**src/rtl/pwm_burst_pkg.sv**
```systemverilog
package pwm_burst_pkg;
  localparam int NUM_CH = 2;
  localparam int DUR_W  = 16;
  localparam int CODE_W = 8;

  localparam logic [CODE_W-1:0] CODE_HI_BASE    = 8'h10;
  localparam logic [CODE_W-1:0] CODE_LO_BASE    = 8'h11;
  localparam logic [CODE_W-1:0] CODE_BUDGET_BASE = 8'h14;
  localparam logic [CODE_W-1:0] CODE_EN_MASK    = 8'h1F;

  typedef enum logic {PH_LOW = 1'b0, PH_HIGH = 1'b1} phase_e;
endpackage

```
**src/rtl/pwm_tick_div.sv**
```systemverilog
module pwm_tick_div #(
  parameter int DIV = 25000
) (
  input  logic clk_i,
  input  logic rst_ni,
  output logic tick_o
);
  generate
    if (DIV <= 1) begin : g_pass
      assign tick_o = 1'b1;
    end else begin : g_div
      localparam int CW = $clog2(DIV);
      localparam logic [CW-1:0] LAST = CW'(DIV - 1);
      logic [CW-1:0] cnt_q;

      always_ff @(posedge clk_i or negedge rst_ni) begin
        if (!rst_ni)            cnt_q <= '0;
        else if (cnt_q == LAST) cnt_q <= '0;
        else                    cnt_q <= cnt_q + 1'b1;
      end

      assign tick_o = (cnt_q == LAST);
    end
  endgenerate
endmodule

```
**src/rtl/pwm_chan.sv**
```systemverilog
module pwm_chan
  import pwm_burst_pkg::*;
#(
  parameter int CH = 0
) (
  input  logic              clk_i,
  input  logic              rst_ni,
  input  logic              tick_i,
  input  logic              cmd_valid_i,
  input  logic [CODE_W-1:0] cmd_code_i,
  input  logic [DUR_W-1:0]  cmd_data_i,
  output logic              pwm_o,
  output logic              en_o
);
  localparam logic [CODE_W-1:0] HI_CODE = CODE_HI_BASE + CODE_W'(2 * CH);
  localparam logic [CODE_W-1:0] LO_CODE = CODE_LO_BASE + CODE_W'(2 * CH);
  localparam logic [CODE_W-1:0] BU_CODE = CODE_BUDGET_BASE + CODE_W'(CH);
  localparam logic [DUR_W-1:0]  ONE     = DUR_W'(1);

  logic [DUR_W-1:0] hi_q, lo_q, budget_q, cnt_q, pulses_q;
  logic [DUR_W-1:0] wr_dur, cur_len;
  phase_e           phase_q;
  logic             en_q;
  logic             wr_hi, wr_lo, wr_bu, wr_mask;
  logic             phase_end, last_pulse, start, stop;

  assign wr_hi   = cmd_valid_i && (cmd_code_i == HI_CODE);
  assign wr_lo   = cmd_valid_i && (cmd_code_i == LO_CODE);
  assign wr_bu   = cmd_valid_i && (cmd_code_i == BU_CODE);
  assign wr_mask = cmd_valid_i && (cmd_code_i == CODE_EN_MASK);
  assign wr_dur  = (cmd_data_i == '0) ? ONE : cmd_data_i;

  assign cur_len    = (phase_q == PH_HIGH) ? hi_q : lo_q;
  assign phase_end  = en_q && tick_i && (cnt_q >= cur_len - ONE);
  assign last_pulse = phase_end && (phase_q == PH_HIGH) && (budget_q != '0)
                      && (pulses_q + ONE >= budget_q);
  // a set bit overrides the self-clear of the same edge
  assign start = wr_mask && cmd_data_i[CH] && (!en_q || last_pulse);
  assign stop  = wr_mask && !cmd_data_i[CH];

  always_ff @(posedge clk_i or negedge rst_ni) begin
    if (!rst_ni) begin
      hi_q     <= ONE;
      lo_q     <= ONE;
      budget_q <= '0;
    end else begin
      if (wr_hi) hi_q     <= wr_dur;
      if (wr_lo) lo_q     <= wr_dur;
      if (wr_bu) budget_q <= cmd_data_i;
    end
  end

  always_ff @(posedge clk_i or negedge rst_ni) begin
    if (!rst_ni) begin
      en_q     <= 1'b0;
      phase_q  <= PH_LOW;
      cnt_q    <= '0;
      pulses_q <= '0;
    end else if (start) begin
      en_q     <= 1'b1;
      phase_q  <= PH_HIGH;
      cnt_q    <= '0;
      pulses_q <= '0;
    end else if (stop || last_pulse) begin
      en_q    <= 1'b0;
      phase_q <= PH_LOW;
      cnt_q   <= '0;
    end else if (en_q && tick_i) begin
      if (phase_end) begin
        cnt_q   <= '0;
        phase_q <= (phase_q == PH_HIGH) ? PH_LOW : PH_HIGH;
        if (phase_q == PH_HIGH) pulses_q <= pulses_q + ONE;
      end else begin
        cnt_q <= cnt_q + ONE;
      end
    end
  end

  assign en_o  = en_q;
  assign pwm_o = en_q && (phase_q == PH_HIGH);
endmodule

```
**src/rtl/pwm_burst_gen.sv**
```systemverilog
module pwm_burst_gen
  import pwm_burst_pkg::*;
#(
  parameter int TICK_DIV = 25000
) (
  input  logic              clk_i,
  input  logic              rst_ni,
  input  logic              cmd_valid_i,
  input  logic [CODE_W-1:0] cmd_code_i,
  input  logic [DUR_W-1:0]  cmd_data_i,
  output logic [NUM_CH-1:0] pwm_o,
  output logic [NUM_CH-1:0] en_o
);
  logic tick;

  pwm_tick_div #(.DIV(TICK_DIV)) u_tick (
    .clk_i  (clk_i),
    .rst_ni (rst_ni),
    .tick_o (tick)
  );

  for (genvar n = 0; n < NUM_CH; n++) begin : g_ch
    pwm_chan #(.CH(n)) u_chan (
      .clk_i       (clk_i),
      .rst_ni      (rst_ni),
      .tick_i      (tick),
      .cmd_valid_i (cmd_valid_i),
      .cmd_code_i  (cmd_code_i),
      .cmd_data_i  (cmd_data_i),
      .pwm_o       (pwm_o[n]),
      .en_o        (en_o[n])
    );
  end
endmodule

```
**config.mk**
```make
export PLATFORM = sky130hd
export DESIGN_NAME = pwm_burst_gen
export DESIGN_NICKNAME = d
export VERILOG_FILES = /design/src/rtl/pwm_burst_pkg.sv /design/src/rtl/pwm_tick_div.sv /design/src/rtl/pwm_chan.sv /design/src/rtl/pwm_burst_gen.sv
export SDC_FILE = /design/constraint.sdc
export NUM_CORES = 1
export LEC_CHECK = 0
export ABC_AREA = 1
export CAP_MARGIN = 20
export CORE_ASPECT_RATIO = 0.75
export CORE_MARGIN = 2
export CORE_UTILIZATION = 50
export DETAILED_ROUTE_END_ITERATION = 6
export PLACE_DENSITY = 0.74
export SLEW_MARGIN = 20
export SYNTH_ARGS = -nofsm -noshare
export SYNTH_HDL_FRONTEND = slang
export SYNTH_HIERARCHICAL = 1
export SYNTH_SLANG_ARGS = --single-unit
```
**constraint.sdc**
```tcl
create_clock -name clk_i -period 4.6 [get_ports clk_i]
set_clock_uncertainty 0.05 [all_clocks]
set_input_delay 1.15 -clock clk_i [delete_from_list [all_inputs] [get_ports clk_i]]
set_output_delay 1.15 -clock clk_i [all_outputs]
set_load 0.02 [all_outputs]
```
==> flow_summary.json <==
{
  "status": "finished, final reports clean",
  "postRouteAntennaNets": 0,
  "r2r_slack_ns": 0.41,
  "ys_seq_elements": 179,
  "gp_congestion": 0.866,
  "synthArstFlopShare_pct": 100,
  "dr.pass1.iters": 5,
  "die_w_microns": 179,
  "drv_cap": 0,
  "netlist.area_leader.share_pct": 38.1,
  "total_power_uw": 3660,
  "yosysUniqueCellTypes": 45,
  "leakage_uw": 0.00677,
  "antenna_cells": 0,
  "gr-total-overflow": 0,
  "rsz0062_at_grt": "false",
  "critPathLaunchType": "flip-flop",
  "yosysWarnings": 6,
  "final_hold_viol_count": 0,
  "syn_area_sq_um": 11500,
  "crit_arrival_ns": 4.52,
  "cts_sinks": 179,
  "period_minus_slack_ns": 4.19,
  "critPathCaptureType": "flip-flop",
  "dieArea_sq_um": 24200,
  "post_drt_wl_per_cell_microns": 15.1,
  "grt_use_total_pct": 23.7,
  "critical_path.startpoint": "g_ch[0].u_chan/phase_q",
  "relSlewSlack_pct": 31.4,
  "cts_tree": "built",
  "num_vias": 9835,
  "first_iter_violations": 947,
  "ys.flop_type": "dfrtp_1",
  "initial_utilization_pct": 50.5,
  "clk_pin_slew_ns": 0.08,
  "power_density_nw_per_um2": 288,
  "synth_edf_count": 0,
  "cts-root-buf": "clkbuf_16",
  "grt_first_pass_wirelength_mm": 45.7,
  "ys_seq_area_share_pct": 39.0,
  "netlist_top_cells_area": "dfrtp_1 (38%), nand2_1 (11%), ha_1 (7.7%)",
  "yosysMostFrequentCell": "nand2_1",
  "setup_viol_count_final": 0,
  "slew_violations": 0,
  "worstHoldStart": "g_ch[0].u_chan/hi_q[13]",
  "fin_tns_setup_ns": 0,
  "drc_errors": 0,
  "vias_per_cell": 5.43,
  "cts.htree.levels": 4,
  "area_growth_pct": 10.6,
  "grt_pass1_vias": 9096,
  "finalWirelength_mm": 27.4,
  "hp-class": "flip-flop to flip-flop",
  "clock.fmax_mhz": 238,
  "stdcell_count": 1812,
  "required_ns": 4.92,
  "timing.rr.start": "g_ch[0].u_chan/phase_q",
  "dp_hpwl_mm": 20.0,
  "syn-num-nets": 1577,
  "antenna_found_initial": 0,
  "chipHeight_microns": 135,
  "rows": 48,
  "numPortBuffers": 30,
  "grt_max_degree": 90,
  "timing.final.crit_share_pct": 91.2,
  "nets": 1597,
  "clock_path_buffers": 2,
  "cts_inserted_buffers": 17,
  "syn_area_per_cell_sq_um": 7.77,
  "ir_worst_vdd_uv": 274,
  "worstMarginPinSlew_ns": 1.02,
  "setup.worst_path.class": "flip-flop to flip-flop",
  "critPathMaxFanout": 27,
  "ios": 31,
  "worstSkewPairLatency_ns": 0.44,
  "core-area_sq_um": 22800,
  "netlist_instances": 1479,
  "yosysTopAreaCell": "dfrtp_1",
  "synth_common_cells": "nand2_1 (329), inv_1 (215), dfrtp_1 (175)",
  "final_layout_size_suffix_gt1_share_pct": 8.20,
  "dp_cells": 1779
}
-- final cells by class --
cell class / count / area (sq um)
multi-input combinational: 1027 / 5950
timing repair buffer: 45 / 414
clock buffer: 17 / 425
sequential: 179 / 4490
fill: 2032 / 10100
inverter: 229 / 865
clock inverter: 15 / 196
tap: 300 / 375
-- what timing repair did --
action / CTS / global route
endpoints found under the setup margin: 0 / 33
setup buffers: 0 / 0
resized for setup: 0 / 2
hold buffers: 0 / 0
-- path summary, 6_finish.rpt --
path / cells past startpoint / end
worst max-delay path: 22 / g_ch[0].u_chan/pulses_q[2]
max in group asynchronous: 2 / g_ch[0].u_chan/budget_q[7]
worst max register to register: 22 / g_ch[0].u_chan/pulses_q[2]
worst min-delay path: 2 / g_ch[0].u_chan/hi_q[13]
worst min register to register: 2 / g_ch[0].u_chan/hi_q[13]
min in group asynchronous: 1 / g_ch[1].u_chan/pulses_q[9]
-- routing by layer --
layer,routed length (microns),GRT usage (%)
met1,13400,35.7
met2,11900,34.9
met3,1900,4.85
met4,235,5.15
met5,39,1.25
-- placed cells by master (no fill, tap or decap), types with 3 or more instances in the layout --
cell             count
nor2_4               7
inv_2               12
nand4_1            103
nor2_2              10
xnor2_1             12
nor3_1              16
dfstp_2              4
inv_6                6
nor3_4               3
o21ai_0            114
o21ai_1             34
nand3_1             64
nand3_2              6
mux2i_1              8
nand3b_1             4
nand4_2              4
nor2_1              86
dfrtp_1            174
ha_1                71
o21bai_1             3
a21oi_1             34
nand2_2             13
inv_1              215
nand2_1            329
o21ai_2              3
nor4_1              12
clkdlybuf4s50_1     29
buf_4               15
xor2_1              68
clkbuf_16           17
bufinv_16            3
or2_1                4
-- worst max-delay path: stages (launching register included) --
cell and delay, ns:
dfrtp_1 0.41, buf_4 0.25, mux2i_1 0.38, nand2_1 0.11, nor2_2 0.11, nand2_2 0.09
nor2_4 0.13, nand4_2 0.11, inv_2 0.10, nand4_2 0.08, xor2_1 0.18, ha_1 0.32
a21oi_1 0.19, o21ai_0 0.12, nor2_1 0.11, nand2_1 0.11, nand4_2 0.11, nor2_2 0.09
nor2_4 0.40, nand2_4 0.27, inv_1 0.25, nand2_1 0.08, nand2_1 0.07
-- power by group --
part | internal, uW | switching, uW
combinational | 157 | 299
sequential | 1620 | 28.4
clock | 872 | 681
-- cells by family (layout without fill, tap and decap cells) --
| kind of cell | Yosys count | count (layout) | share of synthesized area (%) |
|---|---|---|---|
| DFF | 179 | 179 | 39.0 |
| muxes | 9 | 9 | 0.817 |
| xor gates and xnor gates | 80 | 80 | 6.10 |
| AOI/OAI and AO/OA | 195 | 195 | 8.85 |
| and+or+nand+nor | 671 | 672 | 28.1 |
| adders and majority gates | 71 | 71 | 7.73 |
| buffers and inverters | 274 | 306 | 9.37 |
-- state kept, by name, indices dropped and copies added, names as in the netlist --
name	count
g_ch.u_chan/budget_q	32
g_ch.u_chan/cnt_q	32
g_ch.u_chan/en_o	2
g_ch.u_chan/hi_q	32
g_ch.u_chan/lo_q	32
g_ch.u_chan/phase_q	2
g_ch.u_chan/pulses_q	32
u_tick/g_div.cnt_q	15
-- per-stage QoR --
stage | hold slack [ns] | area [sq um] | worst slack, ns | util [%]
2_1_floorplan | 0.395 | 11500 | 1.32 | -
3_3_place_gp | 0.412 | 12100 | 0.310 | 53.0
3_5_place_dp | 0.416 | 12100 | 0.235 | 53.0
4_1_cts | 0.434 | 12700 | 0.203 | 55.8
5_1_grt | 0.461 | 12700 | 0.0410 | 55.8
6_report | 0.435 | 12700 | 0.406 | 55.8
Note: power is estimated with default switching activity, not from simulation.
